<file path="src/rtl/mstat_pkg.sv">
package mstat_pkg;

    localparam int STAT_W = 16;
    localparam int CTRL_W = 16;

    // status bit positions
    localparam int ST_IRQ  = 15;
    localparam int ST_RING = 14;
    localparam int ST_RDY  = 6;
    localparam int ST_OVR  = 5;
    localparam int ST_ERR  = 4;
    localparam int ST_B3   = 3;
    localparam int ST_B2   = 2;
    localparam int ST_B1   = 1;

    // control bit positions
    localparam int CT_MSK_RDY  = 0;
    localparam int CT_MSK_OVR  = 1;
    localparam int CT_RING_EN  = 5;
    localparam int CT_IRQ_OE   = 6;
    localparam int CT_HOLD_RST = 7;
    localparam int CT_PWRSAVE  = 8;

    typedef struct packed {
        logic ready;
        logic overrun;
        logic error;
        logic eop;
        logic par1_even;
        logic par2_even;
        logic two_char;
    } rx_evt_t;

    typedef struct packed {
        logic rdy;
        logic ovr;
        logic err;
        logic b3;
        logic b2;
        logic b1;
    } rx_flags_t;

    function automatic logic [STAT_W-1:0] pack_status(
        input logic      irq,
        input logic      ring,
        input rx_flags_t f
    );
        logic [STAT_W-1:0] w;
        w          = '0;
        w[ST_IRQ]  = irq;
        w[ST_RING] = ring;
        w[ST_RDY]  = f.rdy;
        w[ST_OVR]  = f.ovr;
        w[ST_ERR]  = f.err;
        w[ST_B3]   = f.b3;
        w[ST_B2]   = f.b2;
        w[ST_B1]   = f.b1;
        return w;
    endfunction

    // which status bits may raise the interrupt on a 0-to-1 transition
    function automatic logic [STAT_W-1:0] irq_enable_vec(input logic [CTRL_W-1:0] c);
        logic [STAT_W-1:0] m;
        m          = '0;
        m[ST_RDY]  = c[CT_MSK_RDY];
        m[ST_OVR]  = c[CT_MSK_OVR];
        m[ST_RING] = c[CT_RING_EN] & c[CT_IRQ_OE];
        return m;
    endfunction

    function automatic logic holds_block(input logic [CTRL_W-1:0] c);
        return c[CT_HOLD_RST] | c[CT_PWRSAVE];
    endfunction

endpackage

</file>
<file path="src/rtl/ms_ring_sync.sv">
module ms_ring_sync #(
    parameter int STAGES = 2
) (
    input  logic clk,
    input  logic rst,
    input  logic pin_n,
    output logic ring_now,
    output logic ring_next
);
    logic [STAGES-1:0] chain;

    generate
        for (genvar i = 0; i < STAGES; i++) begin : g_stage
            if (i == 0) begin : g_first
                always_ff @(posedge clk) begin
                    if (rst) chain[0] <= 1'b1;
                    else     chain[0] <= pin_n;
                end
            end else begin : g_rest
                always_ff @(posedge clk) begin
                    if (rst) chain[i] <= 1'b1;
                    else     chain[i] <= chain[i-1];
                end
            end
        end
    endgenerate

    assign ring_now  = ~chain[STAGES-1];
    assign ring_next = ~chain[STAGES-2];
endmodule

</file>
<file path="src/rtl/ms_ctrl_reg.sv">
module ms_ctrl_reg
    import mstat_pkg::*;
(
    input  logic              clk,
    input  logic              rst,
    input  logic              cmd_reset,
    input  logic              we,
    input  logic [CTRL_W-1:0] wdata,
    output logic [CTRL_W-1:0] ctrl_q,
    output logic              wr_irq_clear
);
    always_ff @(posedge clk) begin
        if (rst || cmd_reset) ctrl_q <= '0;
        else if (we)          ctrl_q <= wdata;
    end

    assign wr_irq_clear = we & (wdata[CT_HOLD_RST] | wdata[CT_PWRSAVE]);
endmodule

</file>
<file path="src/rtl/ms_rx_flags.sv">
module ms_rx_flags
    import mstat_pkg::*;
(
    input  logic      clk,
    input  logic      rst,
    input  logic      hold,
    input  logic      hdlc_mode,
    input  rx_evt_t   evt,
    input  logic      stat_rd,
    input  logic      rxd_rd,
    output rx_flags_t flags_q,
    output rx_flags_t flags_d
);
    always_comb begin
        flags_d     = flags_q;
        flags_d.rdy = evt.ready   | (flags_q.rdy & ~rxd_rd);
        flags_d.ovr = evt.overrun | (flags_q.ovr & ~rxd_rd);
        flags_d.err = evt.error   | (flags_q.err & ~stat_rd);
        if (hdlc_mode) begin
            flags_d.b3 = evt.eop | (flags_q.b3 & ~rxd_rd);
            flags_d.b2 = 1'b0;
            flags_d.b1 = 1'b0;
        end else if (evt.ready) begin
            flags_d.b3 = evt.par1_even;
            flags_d.b2 = evt.par2_even & evt.two_char;
            flags_d.b1 = evt.two_char;
        end
        if (hold) flags_d = '0;
    end

    always_ff @(posedge clk) begin
        if (rst) flags_q <= '0;
        else     flags_q <= flags_d;
    end
endmodule

</file>
<file path="src/rtl/ms_irq_latch.sv">
module ms_irq_latch
    import mstat_pkg::*;
(
    input  logic              clk,
    input  logic              rst,
    input  logic [STAT_W-1:0] stat_cur,
    input  logic [STAT_W-1:0] stat_nxt,
    input  logic [STAT_W-1:0] enable_vec,
    input  logic              force_clr,
    input  logic              rd_clr,
    output logic              irq_q
);
    logic [STAT_W-1:0] rising;
    logic              set_irq;
    logic              irq_d;

    assign rising  = stat_nxt & ~stat_cur;
    assign set_irq = |(rising & enable_vec);

    always_comb begin
        irq_d = irq_q;
        if (force_clr)    irq_d = 1'b0;
        else if (set_irq) irq_d = 1'b1;
        else if (rd_clr)  irq_d = 1'b0;
    end

    always_ff @(posedge clk) begin
        if (rst) irq_q <= 1'b0;
        else     irq_q <= irq_d;
    end
endmodule

</file>
<file path="src/rtl/modem_status_irq.sv">
module modem_status_irq
    import mstat_pkg::*;
#(
    parameter int SYNC_STAGES = 2
) (
    input  logic        clk,
    input  logic        rst,
    input  logic        ring_det_n,
    input  logic        hdlc_mode,
    input  logic        ev_ready,
    input  logic        ev_overrun,
    input  logic        ev_error,
    input  logic        ev_eop,
    input  logic        par1_even,
    input  logic        par2_even,
    input  logic        two_char,
    input  logic        stat_rd,
    input  logic        rxd_rd,
    input  logic        ctrl_we,
    input  logic [15:0] ctrl_wdata,
    input  logic        cmd_reset,
    output logic [15:0] stat_word,
    output logic [15:0] ctrl_word,
    output logic        irq_n
);
    logic [CTRL_W-1:0] ctrl_q;
    logic              wr_irq_clear;
    logic              ring_now;
    logic              ring_next;
    rx_evt_t           evt;
    rx_flags_t         flags_q;
    rx_flags_t         flags_d;
    logic              irq_q;
    logic [STAT_W-1:0] stat_cur;
    logic [STAT_W-1:0] stat_nxt;

    assign evt = '{ready:     ev_ready,
                   overrun:   ev_overrun,
                   error:     ev_error,
                   eop:       ev_eop,
                   par1_even: par1_even,
                   par2_even: par2_even,
                   two_char:  two_char};

    ms_ctrl_reg u_ctrl (
        .clk          (clk),
        .rst          (rst),
        .cmd_reset    (cmd_reset),
        .we           (ctrl_we),
        .wdata        (ctrl_wdata),
        .ctrl_q       (ctrl_q),
        .wr_irq_clear (wr_irq_clear)
    );

    ms_ring_sync #(.STAGES(SYNC_STAGES)) u_ring (
        .clk       (clk),
        .rst       (rst),
        .pin_n     (ring_det_n),
        .ring_now  (ring_now),
        .ring_next (ring_next)
    );

    ms_rx_flags u_flags (
        .clk       (clk),
        .rst       (rst),
        .hold      (holds_block(ctrl_q) | cmd_reset),
        .hdlc_mode (hdlc_mode),
        .evt       (evt),
        .stat_rd   (stat_rd),
        .rxd_rd    (rxd_rd),
        .flags_q   (flags_q),
        .flags_d   (flags_d)
    );

    assign stat_cur = pack_status(irq_q, ring_now, flags_q);
    assign stat_nxt = pack_status(1'b0, ring_next, flags_d);

    ms_irq_latch u_irq (
        .clk        (clk),
        .rst        (rst),
        .stat_cur   (stat_cur),
        .stat_nxt   (stat_nxt),
        .enable_vec (irq_enable_vec(ctrl_q)),
        .force_clr  (cmd_reset | wr_irq_clear),
        .rd_clr     (stat_rd),
        .irq_q      (irq_q)
    );

    assign stat_word = stat_cur;
    assign ctrl_word = ctrl_q;
    assign irq_n     = ~(irq_q & ctrl_q[CT_IRQ_OE]);
endmodule

</file>
<file path="config.mk">
export PLATFORM = sky130hd
export DESIGN_NAME = modem_status_irq
export DESIGN_NICKNAME = d
export VERILOG_FILES = /design/src/rtl/mstat_pkg.sv /design/src/rtl/ms_ring_sync.sv /design/src/rtl/ms_ctrl_reg.sv /design/src/rtl/ms_rx_flags.sv /design/src/rtl/ms_irq_latch.sv /design/src/rtl/modem_status_irq.sv
export SDC_FILE = /design/constraint.sdc
export NUM_CORES = 1
export LEC_CHECK = 0
export CORE_UTILIZATION = 50
export DETAILED_ROUTE_END_ITERATION = 12
export DONT_BUFFER_PORTS = 1
export GPL_TIMING_DRIVEN = 0
export PLACE_DENSITY = 0.67
export SLEW_MARGIN = 40
export SYNTH_ARGS = -nofsm -noshare
export SYNTH_HDL_FRONTEND = slang
export SYNTH_SLANG_ARGS = --single-unit
</file>
<file path="constraint.sdc">
create_clock -name clk -period 1.8 [get_ports clk]
set_clock_uncertainty 0.05 [all_clocks]
set_input_delay 0.36 -clock clk [delete_from_list [all_inputs] [get_ports clk]]
set_output_delay 0.36 -clock clk [all_outputs]
set_load 0.005 [all_outputs]
</file>
### Word level (Yosys, flattened, before mapping)

Index checks and enable logic that the tools add are counted.

| storage, ports and cells | value |
|---|---|
| flip-flop bits (word level) | 25 |
| word-level logic and storage cells | 43 |
| output and inout bits | 33 |
| input bits | 31 |

| operators by class | value |
|---|---|
| mux-type cells | 5 |
| reduce and logical (&&, ||, !) cells | 4 |
| bitwise operators | 24 |

Operators by type and width:

| kind | number |
|---|---|
| $and A15 B16 Y16 | 1 |
| $and A16 B15 Y16 | 1 |
| $not A16 Y16 | 1 |
| $reduce_or A16 Y1 | 1 |
| $and A1 B1 Y1 | 8 |
| $or A1 B1 Y1 | 8 |
| $mux W3 | 2 |
| $mux W6 | 1 |
| $not A1 Y1 | 5 |
| $mux W1 | 2 |
| $reduce_bool A2 Y1 | 1 |
| $reduce_or A2 Y1 | 1 |
| $logic_or A1 B1 Y1 | 1 |

### Longest topological paths before layout

Gate-level depths: netlist of run 1.

| depth | value |
|---|---|
| word-level depth | 9 |
| gate-level depth with buffers | 4 |

### Hierarchy

A second synthesis of run 1 with hierarchy kept.

| second synthesis, totals | value |
|---|---|
| cell total of the unflattened synthesis | 137 |
| area, all modules | 1202.4 µm² |

Modules (own cells, without submodules):

| module | instances | seq. area each (µm²) | cells each | area each (µm²) |
|---|---|---|---|---|
| ms_ctrl_reg | 1 | 320.3 | 54 | 598.1 |
| ms_rx_flags | 1 | 120.1 | 32 | 276.5 |
| ms_irq_latch | 1 | 20.0 | 30 | 166.4 |
| modem_status_irq | 1 | 0.0 | 15 | 101.3 |
| ms_ring_sync | 1 | 40.0 | 6 | 60.1 |

### Worst setup path after synthesis of run 1

No wires, ideal clock.

| path | value |
|---|---|
| path type | register to register |
| from | register u_ctrl.ctrl_q[7] |
| to | register u_irq.irq_q |
| data required time | 1.692 ns |
| arrival time | 1.172 ns |
| stages on the path, launching flop included | 5 |
| setup time | 0.058 ns |
| setup slack | 0.521 ns |
| cell sequence | dfxtp_1 -> or4_4 -> buf_6 -> a21oi_2 -> o21a_1 |

| on the way | value |
|---|---|
| word-level cells in the longest chain between the ends | 7 |
| elaborated cells between the ends (all ways) | 8 |

Ends and longest elaborated chain:

| element | RTL line | text |
|---|---|---|
| from (decl) | ms_ctrl_reg.sv:9 | `output logic [CTRL_W-1:0] ctrl_q,` |
| from (signal assigned) | ms_ctrl_reg.sv:14 | `else if (we) ctrl_q <= wdata;` |
| $or A1 B1 Y1 (*) | mstat_pkg.sv:72 | `return c[CT_HOLD_RST] \| c[CT_PWRSAVE];` |
| $or A1 B1 Y1 (*) | modem_status_irq.sv:66 | `.hold (holds_block(ctrl_q) \| cmd_reset),` |
| $mux W6 (*) | ms_rx_flags.sv:28 | `if (hold) flags_d = '0;` |
| $and A15 B16 Y16 (*) | ms_irq_latch.sv:17 | `assign rising = stat_nxt & ~stat_cur;` |
| $and A16 B15 Y16 (*) | ms_irq_latch.sv:18 | `assign set_irq = \|(rising & enable_vec);` |
| $reduce_or A16 Y1 (*) | ms_irq_latch.sv:18 |  |
| $mux W1 or $reduce_bool A2 Y1 (tied branches) | - |  |
| to (signal assigned) | ms_irq_latch.sv:29 | `else irq_q <= irq_d;` |
| to (decl) | ms_irq_latch.sv:11 | `output logic irq_q` |

Mark *: on every way between the ends. The rest lies on a longest branch, timed or not.
A chain may end at the register's enable or synchronous reset.

### Worst setup path after layout of run 1

Same ends and word-level chain as after synthesis.

==> flow_summary_export.csv, run 1 <==
group,metric,value,unit
final_layout,diodes,0,
timing,max_freq,727,MHz
route,drtPass1Iterations,3,
final_layout,stdcell_count,140,
final_layout,register_area,500,sq um
power_and_ir_drop,p_int,0.706,mW
clock_network,htree_num_levels,1,
synth,synthMuxAreaShare,16.7,%
route,drt_first_iter_violations,2,
timing,min_period,1.38,ns
setup_path,crit_path_cell_trace,"or4_4 -> buf_6 -> a21oi_2 -> o21a_1",
global_route,gr-usage-all-layers,15.2,%
placed_design,port_buffers,0,
power_and_ir_drop,cellPowerDensity,825,nW/um^2
timing,finalSetupViolations,0,
timing,final-hold-violation-count,0,
placed_design,hpwl,1330,um
synth,ys_ff_latch,25,
floorplan,dieArea,2220,sq um
route,met2WireLength,823,um
synth,yosysUniqueCellTypes,24,
synth,synth_common_cells,"25 x dfxtp_1, 19 x nor2_1, 17 x mux2i_1",
final_layout,fin_area,1100,sq um
timing,tns,0,ns
route,topRoutingLayerUsed,"met4",
synth,netlist.area_leader.share,49.1,%
setup_path,critPathBufInv,1,
setup_path,crit_path_max_incr_delay,0.54,ns
placed_design,placed_area,1080,sq um
timing,maxSlewViolCount,0,
placed_design,gp_congestion,0.625,
synth,synth_top_family_by_area,"multiplexers",
timing,rsz0062_at_grt,"no",
power_and_ir_drop,ir_drop,0.574,mV
synth,synth_area_leaders,"dfxtp_1 49%, mux2i_1 17%, buf_4 7.4%",
clock_network,cts_setup_buffers,0,
clock_network,numCtsBuffers,3,
power_and_ir_drop,power.switching,0.205,mW
power_and_ir_drop,power.leakage,0.495,nW
global_route,grt_pass1_vias,574,
power_and_ir_drop,p_total,0.911,mW
synth,synth_compound_area_share,7.12,%
setup_path,startpoint_type,"register",
final_layout,syn2layout_area_growth,8.22,%
clock_network,tritoncts,"built",
clock_network,clkTransAtPathRegs,0.13,ns
global_route,grt_overflow,0,
route,antenna_left,0,
synth,syn_area_per_cell,9.81,sq um
synth,synth_area,1020,sq um
final_layout,multi_input_area,430,sq um
final_layout,n_fill_cell,161,
clock_network,postCtsHoldBufs,0,
clock_network,clockBufferDepth,2,
synth,synth_edf_count,0,
job,cap_violations,0,
power_and_ir_drop,seq_power_share,64.4,%
timing,period_share,76.4,%
placed_design,dp_cells,136,
setup_path,arrival,1.58,ns
timing,fin_ws,0.424,ns
clock_network,cts-resized-gates,0,
clock_network,clk_latency,0.30,ns
global_route,grt_max_degree,14,
route,wl_met1,716,um
min_path,hp-class,"in -> reg",
floorplan,core_area,1820,sq um
power_and_ir_drop,p_clk_share,25.9,%
synth,synth_xor_area_share,0,%
synth,yosysMostFrequentCell,"dfxtp_1",
final_layout,nets,147,
synth,synth_ff_type,"dfxtp_1",
global_route,grt_pass1_wl,2330,um
synth,yosys_warnings,0,
floorplan,std_cell_rows,15,
route,drc_errors,0,
route,wl_met3,128,um
floorplan,die_x,47.2,um
route,vias_per_cell,4.86,
synth,synth_fa_ha_area_share,0,%
route,wl_per_cell,12.0,um
setup_path,path_delay_family,"simple AND/OR/NAND/NOR gates",
route,vias,681,
clock_network,cts.sinks,25,
setup_path,path_class,"reg -> reg",
placed_design,place_ws,0.399,ns
final_layout,drive_gt1_share,19.1,%
synth,synth_cells,104,
setup_path,path_max_fanout,7,
clock_network,root_buffer,"clkbuf_4",
status,status,"finished, final reports clean",
synth,async_flop_share,0,%
floorplan,start_util,56.0,%
setup_path,reg2reg_slack,0.42,ns
floorplan,die_h,47.2,um
setup_path,worstSetupEndpointType,"register",
power_and_ir_drop,swShare,22.5,%
global_route,antenna_found_initial,0,
setup_path,slowest_stage,"or4_4",
power_and_ir_drop,combPwrFrac,9.6,%
route,drt_wl_total,1680,um
floorplan,io_pins,64,
setup_path,crit_required,2.00,ns
synth,synth-simple-area-share,15.5,%
synth,ys_seq_area_share,49.1,%
synth,yosys.area.top_type,"dfxtp_1",
power by group through the flow:
stage	Clock, mW	Combinational (mW)	Sequential, mW
2_1_floorplan	0	0.0785	0.596
3_3_place_gp	0	0.0859	0.599
3_5_place_dp	0	0.0879	0.599
4_1_cts	0.247	0.0879	0.587
5_1_grt	0.265	0.0985	0.590
6_report	0.236	0.0875	0.587
final cells by class:
| class | count | share of cell area, % |
|---|---|---|
| buffer | 15 | 9.41 |
| clock buffer | 4 | 2.38 |
| inverter | 3 | 1.02 |
| multi-input combinational | 68 | 39.0 |
| sequential | 25 | 45.4 |
| tap | 25 | 2.83 |
metal layers:
layer	vias to the layer above	GRT usage, %
met3	2	5.38
met1	295	17.2
met4	0	5.14
met2	35	26.7
met5	-	0
li1	349	-
cell usage in the layout, fill, tap and decap left out, drive strengths merged:
| master | instances |
|---|---|
| o21a | 1 |
| mux2i | 17 |
| nand2 | 1 |
| inv | 3 |
| nand3b | 2 |
| dfxtp | 25 |
| a31oi | 1 |
| nand2b | 1 |
| conb | 8 |
| nor2b | 2 |
| or2 | 3 |
| nor2 | 19 |
| nand4b | 1 |
| a21oi | 6 |
| clkbuf | 6 |
| a211oi | 2 |
| o21ai | 1 |
| nor3 | 2 |
| or4 | 1 |
| buf | 13 |
sequential cells by signal, summed over array words and instances, names as in the netlist:
name and count:
u_irq.irq_q 1, u_flags.flags_q 6, u_ctrl.ctrl_q 16, u_ring.chain 2
worst paths after layout:
| kind | end | start | depth (start not counted) |
|---|---|---|---|
| max | u_irq.irq_q$_SDFFE_PP0P_ | u_ctrl.ctrl_q[7]$_SDFFE_PP0P_ | 4 |
| min | u_flags.flags_q[0]$_SDFF_PP0_ | hdlc_mode | 1 |
| max reg2reg | u_irq.irq_q$_SDFFE_PP0P_ | u_ctrl.ctrl_q[7]$_SDFFE_PP0P_ | 4 |
| min reg2reg | u_ring.chain[1]$_SDFF_PP1_ | u_ring.chain[0]$_SDFF_PP1_ | 1 |
kinds of logic (layout without fill, tap and decap cells):
logic type / after synthesis / count (layout)
buffers and inverters: 18 / 22
multiplexers: 17 / 17
flip-flops: 25 / 25
AND/OR/NAND/NOR: 32 / 32
AO/OA/AOI/OAI: 11 / 11
other: 1 / 8
metrics by stage:
stage	hold WS, ns	utilization [%]
floorplan	0.357	-
global placement	0.374	59.2
detailed placement	0.378	59.2
CTS	0.0570	60.6
global route	0.0448	60.6
finish	0.0656	60.6
Power figures use the tool's default switching activity.
==> run 2: changes to the inputs <==
==> constraint.sdc (replaced) <==
create_clock -name clk -period 1.3 [get_ports clk]
set_clock_uncertainty 0.05 [all_clocks]
set_input_delay 0.26 -clock clk [delete_from_list [all_inputs] [get_ports clk]]
set_output_delay 0.26 -clock clk [all_outputs]
set_load 0.005 [all_outputs]
==> run 2 against run 1 <==
- combinational power grew 46%
- register-to-register slack got worse by 0.36 ns
- via count up 1.6%
- non-clock buffer count is 3 higher
- fmax is 11% higher
- setup slack lost 0.36 ns
- clock-buffer cell count unchanged
==> flow_summary_export.csv, run 2 (synthesized netlist as in run 1, its figures left out) <==
group,metric,value,unit
placed_design,hpwl,1330,um
power_and_ir_drop,power.switching,0.286,mW
power_and_ir_drop,combPwrFrac,10.1,%
placed_design,port_buffers,0,
min_path,holdPathStages,2,
power_and_ir_drop,power.leakage,0.507,nW
clock_network,clkTransAtPathRegs,0.12,ns
clock_network,numCtsBuffers,3,
clock_network,clk_latency,0.30,ns
route,vias_per_cell,4.84,
placed_design,place_ws,-0.0483,ns
final_layout,largest_register,"u_ctrl.ctrl_q",
floorplan,dieArea,2220,sq um
clock_network,clockBufferDepth,2,
setup_path,worstSetupEndpointType,"register",
job,cap_violations,0,
route,drc_errors,0,
global_route,grt_pass1_vias,600,
route,antenna_left,0,
timing,period_share,95.4,%
clock_network,tritoncts,"built",
route,drtPass1Iterations,3,
route,drt_wl_total,1730,um
status,status,"finished, final reports clean",
setup_path,path_max_fanout,7,
setup_path,crit_required,1.50,ns
floorplan,start_util,56.0,%
global_route,antenna_found_initial,0,
final_layout,layout_common_cells,"23 x dfxtp_1, 19 x nor2_1, 17 x mux2i_1",
final_layout,largest_reg_flops,16,
final_layout,largestRegisters,"u_ctrl.ctrl_q (16), u_flags.flags_q (6), u_ring.chain (2)",
final_layout,drive_gt1_share,20.3,%
setup_path,reg2reg_depth,3,
global_route,grt_max_degree,14,
final_layout,fin_util,62.2,%
min_path,min_from,"ev_error",
floorplan,io_pins,64,
power_and_ir_drop,ir_drop,0.783,mV
final_layout,diodes,0,
timing,max_freq,806,MHz
setup_path,r2r_end,"u_irq.irq_q$_SDFFE_PP0P_",
route,wl_per_cell,12.1,um
final_layout,final_common_cell,"dfxtp_1",
global_route,gr-usage-all-layers,15.8,%
timing,rsz0062_at_grt,"yes",
global_route,grt_overflow,0,
route,drt_first_iter_violations,3,
power_and_ir_drop,p_int,0.982,mW
floorplan,std_cell_rows,15,
placed_design,gp_congestion,0.625,
setup_path,reg2reg_from,"u_ctrl.ctrl_q[8]$_SDFFE_PP0P_",
route,vias,692,
timing,finalSetupViolations,0,
setup_path,path_class,"reg -> reg",
floorplan,die_x,47.2,um
final_layout,nets,150,
floorplan,core_area,1820,sq um
global_route,grt_pass1_wl,2410,um
power_and_ir_drop,p_clk_share,25.8,%
clock_network,htree_num_levels,1,
setup_path,reg2reg_slack,0.06,ns
timing,maxSlewViolCount,0,
timing,fin_ws,0.0593,ns
final_layout,syn2layout_area_growth,11.0,%
setup_path,startpoint_type,"register",
floorplan,die_h,47.2,um
power_and_ir_drop,seq_power_share,64.1,%
power_and_ir_drop,swShare,22.5,%
timing,final-hold-violation-count,0,
power_and_ir_drop,cellPowerDensity,1120,nW/um^2
timing,min_period,1.24,ns
clock_network,cts.sinks,25,
min_path,hp-class,"in -> reg",
min_path,min_to,"u_flags.flags_q[3]$_SDFF_PP0_",
final_layout,n_fill_cell,161,
setup_path,arrival,1.44,ns
clock_network,root_buffer,"clkbuf_4",
## run 2: worst max-delay path, cell delays in order (launching register included)
cell     delay, ns
dfxtp_2       0.36
or4_4         0.54
a21oi_2       0.13
o21a_1        0.12
## run 2: worst max path at each step
stage                             startpoint                       end  slack, ns  cells after the start
4_1_cts        u_ctrl.ctrl_q[8]$_SDFFE_PP0P_  u_irq.irq_q$_SDFFE_PP0P_     0.0007                      3
2_1_floorplan  u_ctrl.ctrl_q[7]$_SDFFE_PP0P_  u_irq.irq_q$_SDFFE_PP0P_       0.02                      4
3_5_place_dp   u_ctrl.ctrl_q[7]$_SDFFE_PP0P_  u_irq.irq_q$_SDFFE_PP0P_      -0.05                      4
6_report       u_ctrl.ctrl_q[8]$_SDFFE_PP0P_  u_irq.irq_q$_SDFFE_PP0P_       0.06                      3
3_3_place_gp   u_ctrl.ctrl_q[7]$_SDFFE_PP0P_  u_irq.irq_q$_SDFFE_PP0P_      -0.04                      4
5_1_grt        u_ctrl.ctrl_q[8]$_SDFFE_PP0P_  u_irq.irq_q$_SDFFE_PP0P_     -0.005                      3
## run 2: timing repair
action,CTS,global route
setup buffers,1,0
setup endpoints to repair,3,2
pin swaps,1,2
hold buffers,3,0
hold endpoints to repair,5,0
resized for setup,2,0
## run 2: per-layer routing
metal	track usage [%]	share of wire, %	up-vias	wire length, um
met2	28.1	50	34	864
met4	5.14	0.81	0	14
met3	5.38	7.3	2	126
met5	0	0	-	0
met1	17.6	42	301	728
li1	-	-	355	-
## run 2: metrics by stage
| step | TNS [ns] | hold slack [ns] | power (mW) | instance area (sq um) | std cells |
|---|---|---|---|---|---|
| after floorplan | 0 | 0.289 | 0.934 | 1050 | 111 |
| after global placement | -0.0368 | 0.293 | 0.949 | 1080 | 136 |
| after detailed placement | -0.0488 | 0.295 | 0.952 | 1080 | 136 |
| after CTS | 0 | 0.0148 | 1.28 | 1130 | 143 |
| after global routing | -0.00519 | 0.00882 | 1.33 | 1130 | 143 |
| final | 0 | 0.0195 | 1.27 | 1130 | 143 |
## run 2: area by class of cell
type	instances	area (sq um)	area share [%]
Sequential cell	25	503	44.4
Multi-Input combinational cell	68	430	38.0
Buffer	14	92.6	8.18
Timing Repair Buffer	4	37.5	3.31
Tap cell	25	31.3	2.76
Clock buffer	4	26.3	2.32
Inverter	3	11.3	0.994
## run 2: power groups by stage
stage | sequential [mW] | clock [mW] | combinational, mW
after floorplan | 0.825 | 0 | 0.109
after global placement | 0.830 | 0 | 0.119
after detailed placement | 0.830 | 0 | 0.122
after CTS | 0.814 | 0.342 | 0.129
after global routing | 0.817 | 0.367 | 0.144
final | 0.813 | 0.327 | 0.128
